**src/rtl/gpio_alias_pkg.sv**
```systemverilog
package gpio_alias_pkg;
  localparam int WORD_W    = 32;
  localparam int GRP_COUNT = 8;

  // Register group, taken from address bits [6:4]
  typedef enum logic [2:0] {
    GRP_LEVEL = 3'd0,
    GRP_DATA  = 3'd1,
    GRP_MASK  = 3'd2,
    GRP_PULL  = 3'd3,
    GRP_FUNC  = 3'd4,
    GRP_SEL   = 3'd5,
    GRP_DIR   = 3'd6,
    GRP_TRIG  = 3'd7
  } grp_e;

  // Access kind, taken from address bits [3:2]
  typedef enum logic [1:0] {
    ACC_READ = 2'd0,
    ACC_SET  = 2'd1,
    ACC_CLR  = 2'd2,
    ACC_NONE = 2'd3
  } acc_e;

  typedef struct packed {
    logic hit;
    grp_e grp;
    acc_e acc;
  } dec_t;

  function automatic logic [WORD_W-1:0] low_ones(input int n);
    logic [WORD_W-1:0] m;
    m = '0;
    for (int i = 0; i < WORD_W; i++) begin
      if (i < n) m[i] = 1'b1;
    end
    return m;
  endfunction
endpackage

```
**src/rtl/gpio_cfg_word.sv**
```systemverilog
module gpio_cfg_word #(
  parameter int          W         = 32,
  parameter logic [W-1:0] RESET_VAL = '0,
  parameter logic [W-1:0] IMPL_MASK = '1
) (
  input  logic         clk,
  input  logic         rst_n,
  input  logic         set_en,
  input  logic         clr_en,
  input  logic [W-1:0] wdata,
  output logic [W-1:0] q
);
  logic [W-1:0] q_nxt;
  logic         upd;
  logic [W-1:0] eff;

  always_comb begin
    eff   = wdata & IMPL_MASK;
    upd   = set_en | clr_en;
    q_nxt = q;
    if (set_en) q_nxt = q_nxt | eff;
    if (clr_en) q_nxt = q_nxt & ~eff;
  end

  always_ff @(posedge clk or negedge rst_n) begin
    if (!rst_n)   q <= RESET_VAL & IMPL_MASK;
    else if (upd) q <= q_nxt;
  end

  // bits written through the set alias are 1 afterwards
  p_set_lands_r2: assert property (@(posedge clk) disable iff (!rst_n)
    set_en |=> ((q & $past(wdata & IMPL_MASK)) == $past(wdata & IMPL_MASK)));
  // bits written through the clear alias are 0 afterwards
  p_clr_lands_r3: assert property (@(posedge clk) disable iff (!rst_n)
    clr_en |=> ((q & $past(wdata)) == '0));
  // without an alias write the word holds
  p_hold_r4: assert property (@(posedge clk) disable iff (!rst_n)
    !(set_en || clr_en) |=> $stable(q));
endmodule

```
**src/rtl/gpio_level_sync.sv**
```systemverilog
module gpio_level_sync #(
  parameter int           W         = 32,
  parameter logic [W-1:0] IMPL_MASK = '1
) (
  input  logic         clk,
  input  logic         rst_n,
  input  logic [W-1:0] d,
  output logic [W-1:0] q
);
  logic [W-1:0] meta;
  logic [W-1:0] meta_nxt;
  logic [1:0]   age;
  logic [1:0]   age_nxt;

  always_comb begin
    meta_nxt = d & IMPL_MASK;
    age_nxt  = (age == 2'd2) ? age : age + 2'd1;
  end

  always_ff @(posedge clk or negedge rst_n) begin
    if (!rst_n) begin
      meta <= '0;
      q    <= '0;
      age  <= '0;
    end else begin
      meta <= meta_nxt;
      q    <= meta;
      age  <= age_nxt;
    end
  end

  // the output is the input of two edges earlier
  p_two_stage_r6: assert property (@(posedge clk) disable iff (!rst_n)
    (age == 2'd2) |-> (q == ($past(d, 2) & IMPL_MASK)));
endmodule

```
**src/rtl/gpio_pin_mode.sv**
```systemverilog
module gpio_pin_mode #(
  parameter int W = 32
) (
  input  logic [W-1:0]   data_q,
  input  logic [W-1:0]   mask_q,
  input  logic [W-1:0]   pull_q,
  input  logic [W-1:0]   func_q,
  input  logic [W-1:0]   sel_q,
  input  logic [W-1:0]   dir_q,
  input  logic [W-1:0]   trig_q,
  output logic [W-1:0]   pin_out,
  output logic [W-1:0]   pin_oe,
  output logic [W-1:0]   pull_off,
  output logic [2*W-1:0] alt_sel,
  output logic [W-1:0]   irq_armed
);
  for (genvar i = 0; i < W; i++) begin : g_pin
    logic plain_io;
    logic irq_mode;
    logic [1:0] code;

    always_comb begin
      plain_io = ~func_q[i] & ~sel_q[i];
      irq_mode = ~func_q[i] &  sel_q[i];
      if (!func_q[i])     code = 2'b00;
      else if (!sel_q[i]) code = 2'b01;
      else if (!trig_q[i]) code = 2'b10;
      else                code = 2'b11;
    end

    assign pin_oe[i]          = plain_io & dir_q[i];
    assign pin_out[i]         = plain_io & dir_q[i] & data_q[i];
    assign pull_off[i]        = pull_q[i];
    assign alt_sel[2*i+1:2*i] = code;
    assign irq_armed[i]       = irq_mode & ~mask_q[i];
  end
endmodule

```
**src/rtl/gpio_alias_port.sv**
```systemverilog
module gpio_alias_port
  import gpio_alias_pkg::*;
#(
  parameter int ADDR_W    = 8,
  parameter int IMPL_PINS = 31
) (
  input  logic                clk,
  input  logic                rst_n,
  input  logic [ADDR_W-1:0]   bus_addr,
  input  logic                bus_we,
  input  logic [WORD_W-1:0]   bus_wdata,
  output logic [WORD_W-1:0]   bus_rdata,
  input  logic [WORD_W-1:0]   pin_in,
  output logic [WORD_W-1:0]   pin_out,
  output logic [WORD_W-1:0]   pin_oe,
  output logic [WORD_W-1:0]   pull_off,
  output logic [2*WORD_W-1:0] alt_sel,
  output logic [WORD_W-1:0]   irq_armed
);
  localparam logic [WORD_W-1:0] IMPL_MASK = low_ones(IMPL_PINS);

  // reset: asserted asynchronously, released after two edges
  logic [1:0] rst_pipe;
  logic       rst_s;

  always_ff @(posedge clk or negedge rst_n) begin
    if (!rst_n) rst_pipe <= '0;
    else        rst_pipe <= {rst_pipe[0], 1'b1};
  end
  assign rst_s = rst_pipe[1];

  // address decode
  dec_t dec;
  always_comb begin
    dec.hit = (bus_addr[ADDR_W-1:7] == '0) && (bus_addr[1:0] == 2'b00);
    dec.grp = grp_e'(bus_addr[6:4]);
    dec.acc = acc_e'(bus_addr[3:2]);
  end

  logic [WORD_W-1:0] cfg_q [GRP_COUNT];
  logic [WORD_W-1:0] level_q;

  for (genvar g = 0; g < GRP_COUNT; g++) begin : g_word
    if (g == 0) begin : g_level_slot
      assign cfg_q[g] = '0;
    end else begin : g_cfg
      logic set_en;
      logic clr_en;
      assign set_en = bus_we && dec.hit && (dec.grp == grp_e'(g)) && (dec.acc == ACC_SET);
      assign clr_en = bus_we && dec.hit && (dec.grp == grp_e'(g)) && (dec.acc == ACC_CLR);
      gpio_cfg_word #(
        .W        (WORD_W),
        .RESET_VAL((g == int'(GRP_PULL)) ? '1 : '0),
        .IMPL_MASK(IMPL_MASK)
      ) u_word (
        .clk   (clk),
        .rst_n (rst_s),
        .set_en(set_en),
        .clr_en(clr_en),
        .wdata (bus_wdata),
        .q     (cfg_q[g])
      );
    end
  end

  gpio_level_sync #(
    .W        (WORD_W),
    .IMPL_MASK(IMPL_MASK)
  ) u_sync (
    .clk  (clk),
    .rst_n(rst_s),
    .d    (pin_in),
    .q    (level_q)
  );

  gpio_pin_mode #(
    .W(WORD_W)
  ) u_mode (
    .data_q   (cfg_q[GRP_DATA]),
    .mask_q   (cfg_q[GRP_MASK]),
    .pull_q   (cfg_q[GRP_PULL]),
    .func_q   (cfg_q[GRP_FUNC]),
    .sel_q    (cfg_q[GRP_SEL]),
    .dir_q    (cfg_q[GRP_DIR]),
    .trig_q   (cfg_q[GRP_TRIG]),
    .pin_out  (pin_out),
    .pin_oe   (pin_oe),
    .pull_off (pull_off),
    .alt_sel  (alt_sel),
    .irq_armed(irq_armed)
  );

  // read path
  always_comb begin
    bus_rdata = '0;
    if (dec.hit && (dec.acc == ACC_READ)) begin
      if (dec.grp == GRP_LEVEL) bus_rdata = level_q;
      else                      bus_rdata = cfg_q[dec.grp];
    end
  end

  logic [7*WORD_W-1:0] cfg_flat;
  assign cfg_flat = {cfg_q[1], cfg_q[2], cfg_q[3], cfg_q[4], cfg_q[5], cfg_q[6], cfg_q[7]};

  // a write to a base address leaves every word unchanged
  p_base_write_ignored_r4: assert property (@(posedge clk) disable iff (!rst_s)
    (bus_we && dec.hit && (dec.acc == ACC_READ)) |=> $stable(cfg_flat));
  // setting function bits removes output drive on those pins
  p_func_blocks_oe_r7: assert property (@(posedge clk) disable iff (!rst_s)
    (bus_we && dec.hit && (dec.grp == GRP_FUNC) && (dec.acc == ACC_SET))
      |=> ((pin_oe & $past(bus_wdata)) == '0));
  // setting mask bits disarms those pins
  p_mask_disarms_r10: assert property (@(posedge clk) disable iff (!rst_s)
    (bus_we && dec.hit && (dec.grp == GRP_MASK) && (dec.acc == ACC_SET))
      |=> ((irq_armed & $past(bus_wdata)) == '0));
  // unimplemented bits never read back as 1
  p_upper_bits_zero_r11: assert property (@(posedge clk) disable iff (!rst_s)
    ((bus_rdata & ~IMPL_MASK) == '0) && ((pin_oe & ~IMPL_MASK) == '0));
endmodule

```
**config.mk**
```make
export PLATFORM = sky130hd
export DESIGN_NAME = gpio_alias_port
export DESIGN_NICKNAME = d
export VERILOG_FILES = /design/src/rtl/gpio_alias_pkg.sv /design/src/rtl/gpio_cfg_word.sv /design/src/rtl/gpio_level_sync.sv /design/src/rtl/gpio_pin_mode.sv /design/src/rtl/gpio_alias_port.sv
export SDC_FILE = /design/constraint.sdc
export NUM_CORES = 1
export LEC_CHECK = 0
export BUFFER_PORTS_ARGS = -buffer_cell sky130_fd_sc_hd__buf_2
export CORE_MARGIN = 2
export CORE_UTILIZATION = 30
export CTS_CLUSTER_SIZE = 16
export DETAILED_ROUTE_END_ITERATION = 12
export PLACE_DENSITY_LB_ADDON = 0.05
export REMOVE_ABC_BUFFERS = 1
export SKIP_LAST_GASP = 1
export SYNTH_ARGS = -nofsm -noshare
export SYNTH_HDL_FRONTEND = slang
export SYNTH_SLANG_ARGS = --single-unit
```
**constraint.sdc**
```tcl
create_clock -name clk -period 12.6 [get_ports clk]
set_clock_uncertainty 0.15 [all_clocks]
set_input_delay 2.52 -clock clk [delete_from_list [all_inputs] [get_ports clk]]
set_output_delay 2.52 -clock clk [all_outputs]
set_load 0.05 [all_outputs]
```
==> impl_metrics.prom <==
# TYPE chip_impl_metric gauge
chip_impl_info{name="run_status",value="finished, final reports clean"} 1
chip_impl_metric{name="worstPathRequired",unit="ns"} 9.93
chip_impl_metric{name="timing.setup.tns",unit="ns"} 0
chip_impl_metric{name="report.final.slew_viol_count",unit=""} 0
chip_impl_metric{name="nNetsFinal",unit=""} 1750
chip_impl_metric{name="share_of_post_route_cells_with_drive_strength_above_1",unit="%"} 24.6
chip_impl_metric{name="synthToLayoutAreaGrowth",unit="%"} 19.4
chip_impl_metric{name="tritoncts.num_buffers",unit=""} 38
chip_impl_metric{name="number_of_global_route_vias_before_repair",unit=""} 13200
chip_impl_metric{name="synth_sequential_area_ratio",unit="%"} 44.6
chip_impl_metric{name="finalHoldViolCount",unit=""} 0
chip_impl_metric{name="drt_drc_violations_left",unit=""} 0
chip_impl_info{name="min-delay-path-class",value="register to register"} 1
chip_impl_metric{name="asyncSetResetFlopFracSynth",unit="%"} 100
chip_impl_info{name="rsz_0062_raised_after_global_routing",value="no"} 1
chip_impl_metric{name="globalRouteOverflowTotal",unit=""} 0
chip_impl_metric{name="max_freq",unit="MHz"} 124
chip_impl_metric{name="maxCapViolCount",unit=""} 0
chip_impl_info{name="critical_path.startpoint_type",value="input port"} 1
chip_impl_metric{name="timing.max_slew.rel_slack",unit="%"} 28.8
chip_impl_metric{name="chipHeight",unit="µm"} 234
chip_impl_metric{name="pin_count",unit=""} 299
chip_impl_metric{name="post-dp-hpwl",unit="mm"} 36.0
chip_impl_metric{name="syn_inst",unit=""} 1485
chip_impl_metric{name="grt_first_pass_wirelength",unit="mm"} 88.8
chip_impl_metric{name="overall_die_area",unit="µm²"} 54700
chip_impl_metric{name="clk_transition_reported_paths",unit="ns"} 0.06
chip_impl_metric{name="placementRows",unit=""} 84
chip_impl_metric{name="final.period_utilization",unit="%"} 64.1
chip_impl_metric{name="fillerInstances",unit=""} 5297
chip_impl_info{name="cts_tree",value="yes"} 1
chip_impl_metric{name="vias",unit=""} 13600
chip_impl_metric{name="grtUsageTotal",unit="%"} 21.8
chip_impl_metric{name="irDropWorstVdd",unit="V"} 0.0000745
chip_impl_metric{name="cts.sink_count",unit=""} 281
chip_impl_metric{name="antenna_found_initial",unit=""} 4
chip_impl_metric{name="worst-slew-pin-transition",unit="ns"} 1.04
chip_impl_info{name="element_type_at_the_critical_path_end",value="primary output"} 1
chip_impl_metric{name="critical_path_fanout_max",unit=""} 101
chip_impl_metric{name="detail_route.iter0.violations",unit=""} 1017
chip_impl_metric{name="clock_latency",unit="ns"} 0.55
chip_impl_metric{name="total_power_per_unit_cell_area",unit="nW/µm²"} 117
chip_impl_metric{name="worst-endpoint-arrival",unit="ns"} 5.40
chip_impl_metric{name="place_congestion",unit=""} 0.753
chip_impl_metric{name="mappedNetlistArea",unit="µm²"} 15900
chip_impl_metric{name="place.port_buffers",unit=""} 289
chip_impl_metric{name="yosysUniqueCellTypes",unit=""} 33
chip_impl_metric{name="cts-resized-gates",unit=""} 0
chip_impl_metric{name="post_drt_wl_per_cell",unit="µm"} 25.3
chip_impl_metric{name="ys_seq_elements",unit=""} 281
chip_impl_info{name="top_flip_flop_cell_by_instance_count_after_synthesis",value="dfrtp_1"} 1
chip_impl_metric{name="post-cts-setup-buffer-count",unit=""} 0
chip_impl_metric{name="r2r_setup_slack",unit="ns"} 9.93
chip_impl_metric{name="cts.path.max_buffers",unit=""} 3
chip_impl_metric{name="die_w",unit="µm"} 234
chip_impl_metric{name="routed_wl",unit="mm"} 60.5
chip_impl_info{name="setup.worst_path.class",value="input port to primary output"} 1
chip_impl_metric{name="floorplan.core_area",unit="µm²"} 52400
chip_impl_metric{name="postCtsHoldBufs",unit=""} 0
chip_impl_metric{name="finalSetupViolations",unit=""} 0
chip_impl_metric{name="largest_net_degree_at_the_start_of_global_routing",unit=""} 182
chip_impl_metric{name="viasPerCell",unit=""} 5.66
chip_impl_metric{name="avgSynthCellArea",unit="µm²"} 10.7
chip_impl_metric{name="postRouteAntennaNets",unit=""} 0
chip_impl_metric{name="drt_pass1_iterations",unit=""} 5
chip_impl_metric{name="postLayoutCoreUtil",unit="%"} 36.1
chip_impl_metric{name="synth_enable_flop_cells",unit=""} 0
chip_impl_metric{name="initial_core_util",unit="%"} 30.2
chip_impl_metric{name="ys.warnings.count",unit=""} 0
chip_impl_metric{name="min_cycle_time_layout",unit="ns"} 8.07
chip_impl_info{name="clk_tree_root_cell",value="clkbuf_16"} 1
chip_impl_metric{name="total_leakage_power",unit="nW"} 7.45
chip_impl_metric{name="power.total",unit="mW"} 2.21
chip_impl_metric{name="h-tree-depth",unit=""} 2
==> Yosys cell counts, types with 32 or more instances <==
master,instances,share of area [%]
nor3b_1,63,3.0
a221o_1,186,12
nor2b_1,117,4.6
buf_4,39,1.8
mux2i_1,93,5.9
inv_1,32,0.76
dfrtp_1,250,39
a21oi_1,51,1.6
a21boi_0,186,8.8
clkbuf_1,110,2.6
and2_1,95,3.7
==> report_power, final <==
| part | leakage [nW] | total [mW] | internal (mW) | switching [mW] |
|---|---|---|---|---|
| combinational | 3.96 | 0.173 | 0.0463 | 0.127 |
| sequential | 2.86 | 0.922 | 0.915 | 0.00731 |
| clock | 0.625 | 1.11 | 0.678 | 0.435 |
| total | 7.45 | 2.21 | 1.64 | 0.569 |
==> cells by family after synthesis <==
| kind of cell | count (synthesis) | synth area share, % |
|---|---|---|
| buffers and inverters | 203 | 6.13 |
| AND/OR/NAND/NOR | 328 | 12.9 |
| flip-flops | 281 | 44.6 |
| other | 2 | 0.0474 |
| AO/OA/AOI/OAI | 578 | 30.5 |
| multiplexers | 93 | 5.87 |
==> cell usage in the layout, fill, tap and decap left out, types with 24 or more instances in the layout <==
cell	n
a41oi_1	31
a2111oi_0	31
a22o_1	31
buf_4	24
buf_2	287
a21boi_0	186
a21oi_1	51
a221o_1	186
dfrtp_1	249
nor2b_1	116
a211oi_1	31
clkbuf_16	41
dfstp_2	31
and2_1	94
inv_1	32
nor3b_1	62
mux2i_1	93
==> metrics by stage <==
| step | std cells | hold WS [ns] | setup WS [ns] | instance area [µm²] |
|---|---|---|---|---|
| 2_1_floorplan | 1320 | 0.181 | 4.09 | 15000 |
| 3_3_place_gp | 2323 | 0.182 | 4.64 | 17700 |
| 3_5_place_dp | 2323 | 0.185 | 4.71 | 17700 |
| 4_1_cts | 2392 | 0.194 | 4.68 | 18900 |
| 5_1_grt | 2393 | 0.202 | 4.57 | 18900 |
| 6_report | 2393 | 0.193 | 4.53 | 18900 |
==> routing by layer <==
metal | wire length, µm | global-route usage (%)
met4 | 1710 | 6.94
met1 | 28200 | 31.0
met2 | 27400 | 33.7
met3 | 3190 | 3.54
met5 | 11 | 0
==> path summary, 6_finish.rpt <==
path / startpoint / end / cells after the start
min reg2reg: u_sync.meta[22] / u_sync.q[22] / 0
max reg2reg: rst_pipe[1] / asynchronous set/reset pin / 2
min in group asynchronous: rst_pipe[1] / asynchronous set/reset pin / 0
max: bus_addr[3] / bus_rdata[21] / 6
min: u_sync.meta[22] / u_sync.q[22] / 0
max in group asynchronous: rst_pipe[1] / asynchronous set/reset pin / 2
==> critical path: stages <==
cell and delay [ns]:
clkbuf_8 0.28, nor4_1 0.51, nand2_2 0.26, buf_4 0.38, a2111oi_0 0.88, buf_2 0.41
==> cell type report <==
| class | count | area, µm² | share of cell area [%] |
|---|---|---|---|
| multi-input cells | 1007 | 7910 | 41.8 |
| flip-flops and latches | 281 | 7070 | 37.4 |
| repair buffers | 315 | 1690 | 8.90 |
| clock buffers | 64 | 1220 | 6.46 |
| well taps | 688 | 861 | 4.55 |
| inverters | 32 | 120 | 0.634 |
| clock inverters | 5 | 52.6 | 0.278 |
| diodes | 1 | 2.50 | 0.0132 |
No activity file was read; power rests on OpenSTA's default activity.
